<file path="src/rtl/ssp_tx_fifo.sv">
// Small bit FIFO holding the transmitted bit of each sync segment. Flags an
// overflow (push into full without pop, push dropped) and an underflow (pop
// while empty). A clear empties it.
// Assumes: DEPTH >= 2.
module ssp_tx_fifo #(
    parameter int DEPTH = 4
) (
    input  logic clk,
    input  logic rst_n,
    input  logic clr,
    input  logic push,
    input  logic din,
    input  logic pop,
    output logic head,
    output logic empty,
    output logic overflow,
    output logic underflow
);
    localparam int AW = $clog2(DEPTH);
    localparam logic [AW-1:0] LAST = AW'(DEPTH - 1);

    logic [DEPTH-1:0] mem_q;
    logic [AW-1:0]    wr_q, rd_q;
    logic [AW:0]      cnt_q;
    logic             full, push_ok, pop_ok;

    // Purpose: status and accepted-operation decode.
    always_comb begin
        empty     = (cnt_q == '0);
        full      = (cnt_q == (AW+1)'(DEPTH));
        pop_ok    = pop && !empty;
        push_ok   = push && (!full || pop_ok);
        overflow  = push && full && !pop;
        underflow = pop && empty;
        head      = mem_q[rd_q];
    end

    // Purpose: pointer, count and storage update.
    always_ff @(posedge clk) begin
        if (!rst_n || clr) begin
            wr_q  <= '0;
            rd_q  <= '0;
            cnt_q <= '0;
            if (!rst_n) mem_q <= '0;
        end else begin
            if (push_ok) begin
                mem_q[wr_q] <= din;
                wr_q        <= (wr_q == LAST) ? '0 : wr_q + 1'b1;
            end
            if (pop_ok) rd_q <= (rd_q == LAST) ? '0 : rd_q + 1'b1;
            cnt_q <= cnt_q + (AW+1)'(push_ok) - (AW+1)'(pop_ok);
        end
    end
endmodule

</file>
<file path="config.mk">
export PLATFORM = sky130hd
export DESIGN_NAME = ssp_tx_fifo
export DESIGN_NICKNAME = d
export VERILOG_FILES = /design/src/rtl/ssp_tx_fifo.sv
export SDC_FILE = /design/constraint.sdc
export NUM_CORES = 1
export LEC_CHECK = 0
export BUFFER_PORTS_ARGS = -buffer_cell sky130_fd_sc_hd__buf_4
export CAP_MARGIN = 40
export CORE_AREA = 2 2 39 41
export DETAILED_ROUTE_END_ITERATION = 10
export DIE_AREA = 0 0 41 43
export HOLD_SLACK_MARGIN = 0.03
export PLACE_DENSITY_LB_ADDON = 0.12
export SLEW_MARGIN = 5
export SYNTH_ARGS = -nofsm -noshare
export SYNTH_HDL_FRONTEND = slang
export SYNTH_SLANG_ARGS = --single-unit
</file>
<file path="constraint.sdc">
create_clock -name clk -period 4.6 [get_ports clk]
set_input_delay 1.15 -clock clk [delete_from_list [all_inputs] [get_ports clk]]
set_output_delay 1.15 -clock clk [all_outputs]
set_load 0.05 [all_outputs]
</file>
==> flow_summary_export.csv, run 1 <==
group,metric,value,unit
cts,clockBufferDepth,2,
critical_path,worstPathMaxFanout,4,
detailed_routing,ant_nets,0,
cts,cts_max_level,1,
place,dpl_cell_area,726,µm²
run,max-cap-violations,0,
timing,setup_viol,0,
timing,hold_violations,0,
detailed_routing,wire_per_inst,11.4,µm
cells_and_area,fin_cells,90,
min_path,min_from,"rd_q[0]",
outcome,status,"finished, final reports clean",
cells_and_area,drive_gt1_share,24.3,%
global_routing,overflow,0,
place,gp_congestion,0.670,
cts,cts_hold_buf,0,
floorplan,row_count,14,
critical_path,reg2reg_from,"cnt_q[1]",
global_routing,busiest_layer,"met2",
cts,ctsResizeCount,0,
critical_path,worst-path-buf-inv,2,
timing,finalClockSkew,0.0109,ns
min_path,hold_path_class,"flop to flop",
critical_path,arrival,2.13,ns
detailed_routing,vias,456,
timing,max_slew_margin,71.8,%
global_routing,grt_pass1_vias,406,
floorplan,io_pins,10,
cts,clk_pin_slew,0.06,ns
cells_and_area,final_nets,89,
yosys,avgSynthCellArea,10.4,µm²
detailed_routing,avgViaCountPerCell,5.07,
power_and_ir_drop,ir_worst_vdd,0.000127,V
cts,numCtsBuffers,3,
critical_path,worstSetupStartpointType,"primary input",
cells_and_area,nFillCells,133,
yosys,synth_area,642,µm²
global_routing,met3_usage,3.14,%
floorplan,start_util,46.4,%
yosys,synthCells,62,
detailed_routing,drtIter0Drc,6,
place,placedCellCount,86,
timing,timing.hold.ws,0.508,ns
timing,worstMarginPinSlew,0.423,ns
yosys,syn_nets,76,
yosys,synth_top_area_cell,"dfxtp_1",
min_path,holdPathEnd,"rd_q[0]",
yosys,async_reset_ff_share,0,%
timing,fmax,305,MHz
floorplan,fp.dieW,41,µm
min_path,whs_path_depth,2,
cts,clkSinkCount,11,
cts,cts_tree,"built",
floorplan,die_h,43,µm
detailed_routing,drt_pass1_iterations,4,
detailed_routing,drt-total-wl,1.03,mm
yosys,synth.most_common_cell,"nor2_1",
global_routing,grt_max_degree,12,
floorplan,die_area,1760,µm²
cts,clk-insertion-delay-late,0.26,ns
global_routing,grt_usage,14.5,%
yosys,yosysSeqAreaShare,40.5,%
global_routing,use_met2,20.6,%
critical_path,r2r_cells,10,
yosys,yosys_warnings,0,
power_and_ir_drop,leakagePower,0.336,nW
yosys,synth_top_area_share,21.8,%
critical_path,endpoint_kind,"output pin",
critical_path,cp.required,3.45,ns
global_routing,grt_pass1_wl,1.67,mm
cts,cts-root-buf,"clkbuf_4",
cells_and_area,area_growth,17.2,%
timing,finalSetupTns,0,ns
timing,fin_crit,3.28,ns
cells_and_area,final_util,54.3,%
power_and_ir_drop,power_density,295,nW/µm²
yosys,synth_ff_type,"dfxtp_1",
yosys,yosys-top-cells-area,"dfxtp_1, edfxtp_1, ha_1",
critical_path,crit_type,"primary input to output pin",
critical_path,crit_chain,"buf_4, or4b_4, nor2_1, buf_4",
cells_and_area,design_area,752,µm²
cts,post-cts-setup-buffer-count,0,
place,place_hpwl,785,µm
floorplan,core_area,1380,µm²
critical_path,cp_slowest_cell,"or4b_4",
yosys,ys_seq_elements,11,
cells_and_area,diodes,0,
critical_path,path_common_cell,"buf_4",
place,io_buffers,9,
detailed_routing,drc,0,
timing,slew_violations,0,
global_routing,antenna_found_initial,0,
critical_path,timing.rr.end,"cnt_q[2]",
global_routing,met1_usage,19.8,%
yosys,synth.distinct_cells,25,
critical_path,cpPeakStageDelay,0.54,ns
yosys,synth_common_cells,"nor2_1, dfxtp_1, ha_1, inv_1, mux2i_1",
timing,period_share,71.2,%
timing,rsz0062_at_grt,"false",
critical_path,crit_family,"simple AND/OR/NAND/NOR gates",
critical_path,timing.reg2reg.setup_slack,2.19,ns
yosys,synth_edf_count,4,
layout make-up:
type	count	area, µm²	share of cell area, %
clock buffer	4	26.3	3.49
inverter	7	26.3	3.49
multi-input combinational	43	352	46.8
timing repair buffer	9	67.6	8.99
tap	16	20.0	2.66
sequential	11	260	34.6
power breakdown:
part,internal (mW),switching (mW)
logic,0.0185,0.0278
clock network,0.0335,0.0309
registers,0.106,0.00506
worst max path at each step:
stage / startpoint / slack [ns] / end / cells after the start
2_1_floorplan: pop / 1.10 / overflow / 2
3_3_place_gp: pop / 1.33 / overflow / 4
3_5_place_dp: pop / 1.32 / overflow / 4
4_1_cts: pop / 1.32 / overflow / 4
5_1_grt: pop / 1.30 / overflow / 4
6_report: pop / 1.32 / overflow / 4
placed cells by master (no fill, tap or decap), drive strengths merged, types with 2 or more instances in the layout:
master	instances
nor2	9
buf	9
ha	7
dfxtp	7
inv	7
mux2i	5
edfxtp	4
clkbuf	4
a21oi	3
o21ai	3
nor3	2
and2	2
nand2	2
worst min-delay path, cell delays in order, from the launching register on:
cell and delay (ns):
dfxtp_1 0.34, nand2_1 0.07, a21oi_1 0.05
cell families after synthesis:
| group | count (synthesis) | share of synthesized area (%) |
|---|---|---|
| DFF | 11 | 40.5 |
| xor gates and xnor gates | 1 | 1.36 |
| muxes | 6 | 11.3 |
| adders and majority gates | 8 | 16.8 |
| AOI/OAI and AO/OA | 7 | 6.63 |
| and+or+nand+nor | 21 | 18.7 |
| buffers and inverters | 8 | 4.68 |
routing by layer:
metal	routed length, µm	part of all wire (%)
met4	10	0.97
met1	485	47
met2	496	48
met3	34	3.3
met5	0	0
registers in the layout, indices dropped and copies added, names as in the netlist:
register / flops
cnt_q: 3
mem_q: 4
rd_q: 2
wr_q: 2
per-stage QoR:
step | worst slack, ns | total power [mW]
after floorplan | 1.10 | 0.146
after global placement | 1.33 | 0.159
after detailed placement | 1.32 | 0.160
after CTS | 1.32 | 0.225
after global routing | 1.30 | 0.234
final | 1.32 | 0.222
(Power assumes the default switching activity.)
==> inputs of run 2 (changes only) <==
==> constraint.sdc (replaced) <==
create_clock -name clk -period 3.2 [get_ports clk]
set_input_delay 0.8 -clock clk [delete_from_list [all_inputs] [get_ports clk]]
set_output_delay 0.8 -clock clk [all_outputs]
set_load 0.05 [all_outputs]
==> flow_summary_export.csv, run 2 (synthesis gave the netlist of run 1 again) <==
group,metric,value,unit
power_and_ir_drop,power_density,428,nW/µm²
cells_and_area,drive_gt1_share,24.3,%
cts,clockBufferDepth,2,
cells_and_area,layout_common_cells,"nor2_1, buf_4, ha_1, dfxtp_1, inv_1",
detailed_routing,avgViaCountPerCell,5.08,
power_and_ir_drop,leakagePower,0.336,nW
cells_and_area,largest_reg_flops,4,
timing,rsz0062_at_grt,"false",
critical_path,worstPathMaxFanout,4,
detailed_routing,drt_pass1_iterations,4,
cts,cts_tree,"built",
timing,max_slew_margin,71.7,%
detailed_routing,ant_nets,0,
floorplan,start_util,46.4,%
detailed_routing,drt-total-wl,1.08,mm
detailed_routing,drtIter0Drc,2,
critical_path,arrival,2.83,ns
timing,finalSetupTns,0,ns
cts,cts-root-buf,"clkbuf_4",
critical_path,timing.reg2reg.setup_slack,0.81,ns
critical_path,reg2reg_from,"cnt_q[1]",
critical_path,cp.required,3.40,ns
cts,ctsResizeCount,0,
critical_path,crit_type,"primary input to flop",
cts,clkSinkCount,11,
critical_path,worstSetupStartpointType,"primary input",
cts,cts_max_level,1,
global_routing,grt_usage,15.8,%
power_and_ir_drop,ir_worst_vdd,0.000242,V
cells_and_area,final_nets,89,
critical_path,timing.rr.end,"cnt_q[2]",
cts,post-cts-setup-buffer-count,0,
critical_path,r2r_cells,10,
floorplan,die_h,43,µm
cells_and_area,design_area,752,µm²
run,max-cap-violations,0,
critical_path,worst-path-buf-inv,3,
place,dpl_cell_area,726,µm²
timing,slew_violations,0,
floorplan,fp.dieW,41,µm
cells_and_area,area_growth,17.2,%
power_and_ir_drop,p_comb_share,20.7,%
floorplan,core_area,1380,µm²
cts,numCtsBuffers,3,
power_and_ir_drop,p_total,322,µW
power_and_ir_drop,p_int,227,µW
power_and_ir_drop,p_sw_share,29.4,%
timing,hold_violations,0,
critical_path,crit_family,"simple AND/OR/NAND/NOR gates",
timing,fmax,379,MHz
global_routing,grt_pass1_wl,1.79,mm
timing,worstMarginPinSlew,0.425,ns
critical_path,crit_cells,11,
place,io_buffers,9,
detailed_routing,vias,457,
floorplan,io_pins,10,
critical_path,critical_path.startpoint,"pop",
global_routing,grt_pass1_vias,442,
min_path,hold_path_class,"flop to flop",
timing,setup_viol,0,
place,gp_congestion,0.685,
timing,period_share,82.4,%
cts,cts_hold_buf,0,
timing,finalClockSkew,0.00472,ns
cts,clk_pin_slew,0.07,ns
timing,fin_crit,2.64,ns
power_and_ir_drop,seqPwrFrac,49.6,%
global_routing,antenna_found_initial,0,
cts,clk-insertion-delay-late,0.27,ns
floorplan,row_count,14,
critical_path,cpPeakStageDelay,0.55,ns
global_routing,grt_max_degree,12,
critical_path,endpoint_kind,"flop",
detailed_routing,drc,0,
critical_path,critPathCapture,"cnt_q[2]",
detailed_routing,wire_per_inst,12.0,µm
power_and_ir_drop,p_clk_share,29.7,%
floorplan,die_area,1760,µm²
cells_and_area,diodes,0,
place,place_hpwl,859,µm
outcome,status,"finished, final reports clean",
critical_path,cp_slowest_cell,"or4b_4",
cells_and_area,reg_top3,"mem_q x4, cnt_q x3",
cells_and_area,regMostFlops,"mem_q",
global_routing,overflow,0,
power_and_ir_drop,p_sw,94.7,µW
critical_path,crit_chain,"buf_4, or4b_4, nand2_2, ha_1, inv_1, ha_1, inv_1, fa_1, xor2_1, and2_1, nor3_1",
run 2: cell counts in the layout (fill, tap and decap cells not counted):
Identical to the previous run, type by type.
run 2: through the flow:
stage	cells	util, %	hold WS, ns	setup WS, ns
2_1_floorplan	62	-	0.478	0.322
3_3_place_gp	86	52.4	0.502	0.302
3_5_place_dp	86	52.4	0.511	0.272
4_1_cts	90	54.3	0.523	0.554
5_1_grt	90	54.3	0.558	0.422
6_report	90	54.3	0.523	0.563
run 2: layout make-up:
| type | count | area [µm²] |
|---|---|---|
| Inverter | 7 | 26.3 |
| Timing Repair Buffer | 9 | 67.6 |
| Sequential cell | 11 | 260 |
| Clock buffer | 4 | 26.3 |
| Fill cell | 152 | 632 |
| Tap cell | 16 | 20.0 |
| Multi-Input combinational cell | 43 | 352 |
run 2: layer usage:
layer | up-vias | track usage [%] | wire [µm]
li1 | 238 | - | -
met1 | 209 | 18.0 | 484
met4 | 0 | 8.00 | 18
met2 | 8 | 25.3 | 536
met5 | - | 0 | 0
met3 | 2 | 4.71 | 38
run 2: worst min path at each step:
stage | start | to | slack [ns] | cells after the start
2_1_floorplan | rd_q[0] | rd_q[0] | 0.48 | 2
4_1_cts | rd_q[0] | rd_q[0] | 0.52 | 2
3_5_place_dp | rd_q[0] | rd_q[0] | 0.51 | 2
5_1_grt | rd_q[0] | rd_q[0] | 0.56 | 2
6_report | rd_q[0] | rd_q[0] | 0.52 | 2
3_3_place_gp | rd_q[0] | rd_q[0] | 0.50 | 2
run 2: worst min-delay path, cell delays in order (launching register included):
cell     delay, ns
dfxtp_1       0.35
nand2_1       0.07
a21oi_1       0.06
run 2: power by group through the flow:
stage	registers (mW)	logic, mW	clock network, mW
6_report	0.160	0.0666	0.0956
5_1_grt	0.161	0.0742	0.108
4_1_cts	0.160	0.0676	0.0984
3_5_place_dp	0.163	0.0674	0
3_3_place_gp	0.163	0.0664	0
2_1_floorplan	0.161	0.0480	0
